===== src/rtl/blkcopy_pkg.sv =====
package blkcopy_pkg;

  typedef enum logic [1:0] {
    ST_IDLE = 2'd0,
    ST_PRE  = 2'd1,
    ST_XFER = 2'd2,
    ST_POST = 2'd3
  } bc_state_e;

  typedef enum logic [1:0] {
    PH_READ  = 2'd0,
    PH_GRAB  = 2'd1,
    PH_WRITE = 2'd2,
    PH_STEP  = 2'd3
  } bc_phase_e;

endpackage


===== src/rtl/blkcopy_ctrl.sv =====
module blkcopy_ctrl
  import blkcopy_pkg::*;
#(
  parameter int PRE_CYC  = 4,
  parameter int POST_CYC = 4
) (
  input  logic clk,
  input  logic rst_n,
  input  logic start,
  input  logic cnt_is_zero,
  input  logic cnt_is_one,
  output logic ev_accept,
  output logic ev_rd,
  output logic ev_cap,
  output logic ev_wr,
  output logic ev_step,
  output logic ev_done,
  output logic busy
);

  localparam int OVH_MAX = (PRE_CYC > POST_CYC) ? PRE_CYC : POST_CYC;
  localparam int OVH_W   = (OVH_MAX > 1) ? $clog2(OVH_MAX) : 1;

  bc_state_e  state_q, state_d;
  bc_phase_e  phase_q, phase_d;
  logic [OVH_W-1:0] ovh_q, ovh_d;

  logic pre_last, post_last;

  assign pre_last  = (state_q == ST_PRE)  && (ovh_q == OVH_W'(PRE_CYC - 1));
  assign post_last = (state_q == ST_POST) && (ovh_q == OVH_W'(POST_CYC - 1));

  assign busy      = (state_q != ST_IDLE);
  assign ev_accept = start && (state_q == ST_IDLE);
  assign ev_rd     = (state_q == ST_XFER) && (phase_q == PH_READ);
  assign ev_cap    = (state_q == ST_XFER) && (phase_q == PH_GRAB);
  assign ev_wr     = (state_q == ST_XFER) && (phase_q == PH_WRITE);
  assign ev_step   = (state_q == ST_XFER) && (phase_q == PH_STEP);
  assign ev_done   = post_last;

  always_comb begin
    state_d = state_q;
    phase_d = phase_q;
    ovh_d   = ovh_q;
    unique case (state_q)
      ST_IDLE: begin
        if (ev_accept) begin
          state_d = ST_PRE;
          ovh_d   = '0;
        end
      end
      ST_PRE: begin
        if (pre_last) begin
          ovh_d   = '0;
          phase_d = PH_READ;
          state_d = cnt_is_zero ? ST_POST : ST_XFER;
        end else begin
          ovh_d = ovh_q + 1'b1;
        end
      end
      ST_XFER: begin
        phase_d = bc_phase_e'(phase_q + 2'd1);
        if (ev_step && cnt_is_one) begin
          state_d = ST_POST;
          ovh_d   = '0;
        end
      end
      ST_POST: begin
        if (post_last) state_d = ST_IDLE;
        else           ovh_d   = ovh_q + 1'b1;
      end
      default: state_d = ST_IDLE;
    endcase
  end

  always_ff @(posedge clk or negedge rst_n) begin
    if (!rst_n) begin
      state_q <= ST_IDLE;
      phase_q <= PH_READ;
      ovh_q   <= '0;
    end else begin
      state_q <= state_d;
      phase_q <= phase_d;
      ovh_q   <= ovh_d;
    end
  end

endmodule


===== src/rtl/blkcopy_regs.sv =====
module blkcopy_regs #(
  parameter int ADDR_W     = 16,
  parameter int CNT_W      = 16,
  parameter int BYTE_CNT_W = 8
) (
  input  logic              clk,
  input  logic              rst_n,
  input  logic              load,
  input  logic              mode_word,
  input  logic [ADDR_W-1:0] src_in,
  input  logic [ADDR_W-1:0] dst_in,
  input  logic [CNT_W-1:0]  cnt_in,
  input  logic              step,
  output logic [ADDR_W-1:0] src_q,
  output logic [ADDR_W-1:0] dst_q,
  output logic [CNT_W-1:0]  cnt_q,
  output logic              cnt_zero,
  output logic              cnt_one
);

  function automatic logic [ADDR_W-1:0] ptr_next(input logic [ADDR_W-1:0] p);
    return p + 1'b1;
  endfunction

  function automatic logic [CNT_W-1:0] cnt_next(input logic [CNT_W-1:0] c);
    return c - 1'b1;
  endfunction

  logic [CNT_W-1:0] cnt_narrow;
  logic [CNT_W-1:0] cnt_load;

  generate
    if (BYTE_CNT_W < CNT_W) begin : g_mask
      assign cnt_narrow = {{(CNT_W-BYTE_CNT_W){1'b0}}, cnt_in[BYTE_CNT_W-1:0]};
    end else begin : g_full
      assign cnt_narrow = cnt_in;
    end
  endgenerate

  assign cnt_load = mode_word ? cnt_in : cnt_narrow;
  assign cnt_zero = (cnt_q == '0);
  assign cnt_one  = (cnt_q == CNT_W'(1));

  always_ff @(posedge clk or negedge rst_n) begin
    if (!rst_n) begin
      src_q <= '0;
      dst_q <= '0;
      cnt_q <= '0;
    end else if (load) begin
      src_q <= src_in;
      dst_q <= dst_in;
      cnt_q <= cnt_load;
    end else if (step) begin
      src_q <= ptr_next(src_q);
      dst_q <= ptr_next(dst_q);
      cnt_q <= cnt_next(cnt_q);
    end
  end

endmodule


===== src/rtl/blkcopy_memif.sv =====
module blkcopy_memif #(
  parameter int ADDR_W = 16,
  parameter int DATA_W = 8
) (
  input  logic              clk,
  input  logic              rst_n,
  input  logic              ev_rd,
  input  logic              ev_cap,
  input  logic              ev_wr,
  input  logic [ADDR_W-1:0] src,
  input  logic [ADDR_W-1:0] dst,
  input  logic [DATA_W-1:0] mem_rdata,
  output logic              mem_req,
  output logic              mem_we,
  output logic [ADDR_W-1:0] mem_addr,
  output logic [DATA_W-1:0] mem_wdata
);

  logic [DATA_W-1:0] hold_q;

  always_ff @(posedge clk or negedge rst_n) begin
    if (!rst_n)      hold_q <= '0;
    else if (ev_cap) hold_q <= mem_rdata;
  end

  assign mem_req   = ev_rd | ev_wr;
  assign mem_we    = ev_wr;
  assign mem_addr  = ev_wr ? dst : src;
  assign mem_wdata = hold_q;

endmodule


===== src/rtl/blkcopy_engine.sv =====
module blkcopy_engine #(
  parameter int ADDR_W     = 16,
  parameter int CNT_W      = 16,
  parameter int BYTE_CNT_W = 8,
  parameter int DATA_W     = 8,
  parameter int PRE_CYC    = 4,
  parameter int POST_CYC   = 4
) (
  input  logic              clk,
  input  logic              rst_n,
  input  logic              start,
  input  logic              mode_word,
  input  logic [ADDR_W-1:0] src_in,
  input  logic [ADDR_W-1:0] dst_in,
  input  logic [CNT_W-1:0]  cnt_in,
  output logic              busy,
  output logic              done,
  output logic [ADDR_W-1:0] src_out,
  output logic [ADDR_W-1:0] dst_out,
  output logic [CNT_W-1:0]  cnt_out,
  output logic              mem_req,
  output logic              mem_we,
  output logic [ADDR_W-1:0] mem_addr,
  output logic [DATA_W-1:0] mem_wdata,
  input  logic [DATA_W-1:0] mem_rdata
);

  logic ev_accept, ev_rd, ev_cap, ev_wr, ev_step, ev_done;
  logic cnt_zero, cnt_one;

  blkcopy_ctrl #(
    .PRE_CYC (PRE_CYC),
    .POST_CYC(POST_CYC)
  ) u_ctrl (
    .clk        (clk),
    .rst_n      (rst_n),
    .start      (start),
    .cnt_is_zero(cnt_zero),
    .cnt_is_one (cnt_one),
    .ev_accept  (ev_accept),
    .ev_rd      (ev_rd),
    .ev_cap     (ev_cap),
    .ev_wr      (ev_wr),
    .ev_step    (ev_step),
    .ev_done    (ev_done),
    .busy       (busy)
  );

  blkcopy_regs #(
    .ADDR_W    (ADDR_W),
    .CNT_W     (CNT_W),
    .BYTE_CNT_W(BYTE_CNT_W)
  ) u_regs (
    .clk      (clk),
    .rst_n    (rst_n),
    .load     (ev_accept),
    .mode_word(mode_word),
    .src_in   (src_in),
    .dst_in   (dst_in),
    .cnt_in   (cnt_in),
    .step     (ev_step),
    .src_q    (src_out),
    .dst_q    (dst_out),
    .cnt_q    (cnt_out),
    .cnt_zero (cnt_zero),
    .cnt_one  (cnt_one)
  );

  blkcopy_memif #(
    .ADDR_W(ADDR_W),
    .DATA_W(DATA_W)
  ) u_memif (
    .clk      (clk),
    .rst_n    (rst_n),
    .ev_rd    (ev_rd),
    .ev_cap   (ev_cap),
    .ev_wr    (ev_wr),
    .src      (src_out),
    .dst      (dst_out),
    .mem_rdata(mem_rdata),
    .mem_req  (mem_req),
    .mem_we   (mem_we),
    .mem_addr (mem_addr),
    .mem_wdata(mem_wdata)
  );

  assign done = ev_done;

endmodule


===== config.mk =====
export PLATFORM = sky130hd
export DESIGN_NAME = blkcopy_engine
export DESIGN_NICKNAME = d
export VERILOG_FILES = /design/src/rtl/blkcopy_pkg.sv /design/src/rtl/blkcopy_ctrl.sv /design/src/rtl/blkcopy_regs.sv /design/src/rtl/blkcopy_memif.sv /design/src/rtl/blkcopy_engine.sv
export SDC_FILE = /design/constraint.sdc
export NUM_CORES = 1
export LEC_CHECK = 0
export ABC_CLOCK_PERIOD_IN_PS = 4700
export BUFFER_PORTS_ARGS = -buffer_cell sky130_fd_sc_hd__buf_4
export CAP_MARGIN = 40
export CELL_PAD_IN_SITES_DETAIL_PLACEMENT = 2
export CELL_PAD_IN_SITES_GLOBAL_PLACEMENT = 2
export CORE_ASPECT_RATIO = 1.5
export CORE_UTILIZATION = 25
export CTS_BUF_LIST = sky130_fd_sc_hd__clkbuf_8 sky130_fd_sc_hd__clkbuf_16
export DETAILED_ROUTE_END_ITERATION = 6
export PLACE_DENSITY_LB_ADDON = 0.1
export SLEW_MARGIN = 20
export SYNTH_ARGS = -nofsm -noshare
export SYNTH_HDL_FRONTEND = slang
export SYNTH_SLANG_ARGS = --single-unit

===== constraint.sdc =====
create_clock -name clk -period 4.7 [get_ports clk]
set_clock_uncertainty 0.2 [all_clocks]
set_input_delay 0.94 -clock clk [delete_from_list [all_inputs] [get_ports clk]]
set_output_delay 0.94 -clock clk [all_outputs]
set_load 0.01 [all_outputs]

* After elaboration in Yosys (flattened, before gate mapping) *
Index checks and enable logic that the tools add are counted.
Widths: inputs -> output; s select.

cells by class
  $add $sub $neg = 5
  equal/unequal tests = 13
  bitwise operators = 1
  multiplexer cells = 21
  reductions and logical operators = 17

operators with widths
  operator               number
  $mux 16                8
  $add 16x1->16 const B  2
  $mux 2                 9
  $eq 16x1->1 const B    1
  $logic_not 16->1       1
  $pmux 2 s4             2
  $sub 16x1->16 const B  1
  $eq 2x2->1 const B     5
  $logic_and 1x1->1      8
  $ne 2x2->1 const B     4
  $reduce_bool 2->1      3
  $add 2x1->2 const B    2
  $eq 2x1->1 const B     2
  $logic_not 2->1        2
  $pmux 2 s2             1
  $reduce_and 4->1       1
  $reduce_and 3->1       1
  $ne 2x1->1 const B     1
  $reduce_and 2->1       1
  $mux 1                 1
  $or 1x1->1             1

word-level totals
  input port bits = 60
  register bits after elaboration = 62

* Depth between registers and ports, before layout *
  word-level depth = 5
  depth in mapped cells = 8
  mapped depth without buffers = 7

* Cells and area by module *
A second synthesis with hierarchy kept.

second synthesis, totals
  cell total of the unflattened synthesis = 391
  area total of the unflattened synthesis = 3,788.6 um^2

modules (own cells, without submodules)
  module         area each (um^2)  cells an instance  instances  seq. area each (um^2)
  blkcopy_regs   2,688.8           300                1          1,201.2
  blkcopy_memif  554.3             37                 1          200.2
  blkcopy_ctrl   545.5             54                 1          150.1

* Least setup slack after synthesis *
OpenSTA, ideal clock, no wires.

  kind = flip-flop to output port
  start point = reg u_ctrl.state_q[0]
  end point = out mem_addr[11]
  cell stages (with the launch flop) = 8
  setup slack = 1.725 ns
  arrival time = 1.835 ns
  required time = 3.560 ns
  path through = dfrtp_1 > inv_1 > ha_1 > buf_4 > nand2_1 > clkbuf_1 > inv_1 > o21ai_0

between the ends
  cells in the longest elaborated chain, start to end = 3

RTL lines
  element                 line                  source
  from (decl)             blkcopy_ctrl.sv:24    bc_state_e state_q, state_d;
  from (signal assigned)  blkcopy_ctrl.sv:82    state_q <= state_d;
  $eq 2x2->1              blkcopy_ctrl.sv:37    assign ev_wr = (state_q == ST_XFER) && (phase_q == PH_WRITE);
  $logic_and 1x1->1       blkcopy_ctrl.sv:37
  via mem_we              blkcopy_engine.sv:22  output logic mem_we,
  $mux 16                 blkcopy_memif.sv:28   assign mem_addr = ev_wr ? dst : src;
  to (decl)               blkcopy_engine.sv:23  output logic [ADDR_W-1:0] mem_addr,

The timed path passes the listed nets, and every way through them passes these cells.

* Final worst setup path *
  start point = reg u_ctrl.state_q[0]
  end point = out mem_addr[15]

between the ends
  cells in the longest elaborated chain, start to end = 3

RTL lines
  element            line
  $eq 2x2->1         blkcopy_ctrl.sv:37
  $logic_and 1x1->1  blkcopy_ctrl.sv:37
  $mux 16            blkcopy_memif.sv:28

Every way passes these cells.

==> results.md <==
* Fin crit share at 74.7%
* M1 WL at 4.55 mm
* Critical Path AT at 2.37 ns
* PortBufs at 135
* Achievable clock frequency at 0.285 GHz
* Register-to-register setup slack at 1.96 ns
* WL final at 12.3 mm
* Synth cell types at 39
* Max-cap viol count at 0
* Total GRT Usage at 17.4%
* CTS Root Cell: clkbuf_16
* Async set-reset flop share out of synthesis at 100%
* Min-delay worst type: reg2reg
* Pwr per Cell Area at 656 mW/mm2
* Pleak at 0.00226 uW
* R2R cell count at 7
* R2r endpoint: u_regs.src_q[15]$_DFFE_PN0P_
* Reg-to-reg startpoint: u_ctrl.state_q[0]$_DFFE_PN0P_
* RSZ-0062 raised after global routing: no
* Combinational fraction of design power at 46.9%
* CTS tree: yes
* Top_reg_cell synth: dfrtp_1
* H-tree levels at 3
* Outcome: finished clean
* Iter 0 DRT Violations at 46
* Antenna viol nets, final at 0
* Worst skew pair latency at 0.33 ns
* Met3 wire len at 440 um
* DRC Markers at 0
* DR top layer: met4
* Clk slew on worst S/H paths at 0.05 ns
* Synth Register Bits at 62
* Die Y-Extent at 148 um
* Crit-path slowest cell: ha_1
* CTS buffer count at 9
* Seq pwr share at 34.7%
* Post-CTS Hold Fix Bufs at 0
* Internal cell power at 1970 uW
* Placer Congestion at 0.775
* Synth Area in Compound Gates at 10.5%
* Hold WS at 0.304 ns
* Worst Hold End: u_ctrl.ovh_q[1]$_DFFE_PN0P_
* Synth top area share at 43.6%
* TritonRoute pass-1 iters at 4
* Final HPWL DP at 9.41 mm
* Slew Viols, Final at 0
* Maximum vdd drop at 0.000208 V
* WP data required at 3.56 ns
* Max Buffers Root-to-Sink at 2
* Post-Synth Simple-Gate Area at 20.4%
* Largest area contributor in the synthesized netlist: dfrtp_1
* Die Footprint at 0.0147 mm2
* CP Class: reg2out
* Max-slew headroom at 59.8%
* Filler cells at 1588
* Post-layout net count at 597
* Mux cell area share after synthesis at 7.07%
* Syn avg cell area at 9.26 um2
* Hold Path Depth at 1
* Yosys Warn Count at 0
* Crit end category: output port
* Largest net degree at the start of global routing at 49
* Finished Layout Cells at 693
* Vias in the first global route at 3768
* Switching portion of total power at 40.8%
* Clock Power Share at 18.3%
* GRT overflow at 0
* NetSw at 1360 uW
* Endpoints failing setup at 0
* Critical path cell sequence: inv_1 > ha_1 > nand2_1 > buf_8 > mux2_2 > buf_4
* Largest family of logic cells by synthesized area: simple AND/OR/NAND/NOR gates
* Synth area leaders: dfrtp_1 44%, nand2_1 7.6%, mux2_2 6.7%
* Fin. Hold Viols at 0
* Adder-Cell Fraction of Synth Area at 4.93%
* Antenna cells at 0
* Gate Count Post-Synth at 384
* Vias post-DR at 3351
* Startpoint Class: flop
* Synth Area in XOR/XNOR at 10.6%
* Core area at 0.0139 mm2
* Layout area overhead at 42.8%
* Setup bufs post-CTS at 0
* Placed Cells at 675
* DR WL/cell at 17.8 um
* HP Start: u_ctrl.ovh_q[1]$_DFFE_PN0P_
* Via density at 4.84
* Resized cells post-CTS at 0
* Worst-margin pin slew at 0.598 ns
* Critical path peak fanout at 11
* Register area share after synthesis at 43.6%
* First-pass GRT wire length at 19.5 mm
* Proportion of layout cells with a drive suffix above 1 at 35.8%
* Site row count at 53
* Die X at 99.4 um
* Starting density of the core at 25.5%
* Number of I/O pins at 136
* Post-Syn Nets at 458
* Met2 Wirelength at 7.13 mm
* Post-synth EDFFs at 0
* CTS Sinks at 62
* Antenna violations before repair at 0
* Critical path's largest stage delay at 0.44 ns
* Post-Syn Area at 0.00355 mm2
* Minimum clock period at 3.51 ns
* TNS Setup at 0 ns
through the flow:
stage               power [uW]  utilization (%)  worst slack [ns]  instance area [um2]
floorplan                 1910                -              1.72                 3550
global placement          2670             34.0              1.37                 4730
detailed placement        2750             34.3              1.26                 4770
CTS                       3390             36.2             0.887                 5040
global route              3580             36.5             0.997                 5080
finish                    3330             36.5              1.19                 5080
area by class of cell:
cell class | instances | area [um2] | share of cell area, %
Tap cell | 165 | 206 | 4.07
Multi-Input combinational cell | 296 | 1900 | 37.5
Clock inverter | 6 | 28.8 | 0.567
Clock buffer | 10 | 239 | 4.71
Timing Repair Buffer | 142 | 1100 | 21.7
Sequential cell | 62 | 1550 | 30.6
Inverter | 12 | 45.0 | 0.887
sequential cells by signal (all words and copies together), names as in the netlist:
name,count
u_ctrl.ovh_q,2
u_ctrl.phase_q,2
u_ctrl.state_q,2
u_memif.mem_wdata,8
u_regs.cnt_q,16
u_regs.dst_q,16
u_regs.src_q,16
per-layer routing:
layer / track usage (%) / vias to the layer above
met1: 17.5 / 1667
li1: - / 1598
met5: 0 / -
met3: 3.07 / 13
met2: 34.8 / 73
met4: 6.25 / 0
cells in the mapped netlist (2+ instances only):
master and number:
o21ai_0 45, and3_1 2, ha_1 14, nand3_1 16, and4_1 2, mux2_2 21, a21oi_1 6, nor4_1 8
nand2_1 72, nand2b_1 2, nor3_1 7, a31oi_1 5, nor2_1 21, or3_1 2, a32o_1 2, inv_1 12
dfrtp_1 62, and2_1 3, clkbuf_1 12, nand4_1 7, xnor2_1 20, or4_4 4, xor2_1 23
worst max path at each step:
stage	startpoint	endpoint	slack (ns)	cells after the start
after CTS	u_ctrl.state_q[0]$_DFFE_PN0P_	mem_addr[15]	0.89	5
after detailed placement	u_ctrl.state_q[0]$_DFFE_PN0P_	mem_addr[15]	1.26	5
after global placement	u_ctrl.state_q[0]$_DFFE_PN0P_	mem_addr[1]	1.37	5
final	u_ctrl.state_q[0]$_DFFE_PN0P_	mem_addr[15]	1.19	6
after global routing	u_ctrl.state_q[0]$_DFFE_PN0P_	mem_addr[14]	1.0	8
after floorplan	u_ctrl.state_q[0]$_DFFE_PN0P_	mem_addr[11]	1.72	7
placed cells by master (no fill, tap or decap), drive strengths merged, types with 2 or more instances in the layout:
master	count
a21oi	6
nor4	8
dfrtp	62
a31oi	5
or3	3
mux2	22
nor2	21
nand2b	2
or4	4
inv	13
and3	2
xor2	23
and2	3
and4	2
nor3	7
clkdlybuf4s18	2
nand4	7
nand3	17
clkinv	5
a32o	2
nand2	73
o21ai	46
xnor2	20
ha	14
buf	140
clkbuf	10
critical path, delay by kind of cell (launching register included):
kind	cells	cell delay (ns)
simple gates	1	0.35
mux	1	0.28
buf+inv	3	0.54
fa+ha+maj	1	0.44
flops	1	0.42
power by group through the flow:
stage | combinational [uW] | clock, uW | sequential, uW
2_1_floorplan | 738 | 0 | 1170
3_3_place_gp | 1520 | 0 | 1150
3_5_place_dp | 1580 | 0 | 1180
4_1_cts | 1590 | 633 | 1170
5_1_grt | 1730 | 648 | 1210
6_report | 1560 | 611 | 1160
logic make-up after synthesis:
kind of cell | Yosys count
adders and majority gates | 14
xor gates and xnor gates | 43
AOI/OAI and AO/OA | 65
DFF | 62
and+or+nand+nor | 152
muxes | 22
buffers and inverters | 26
Power figures use the tool's default switching activity.
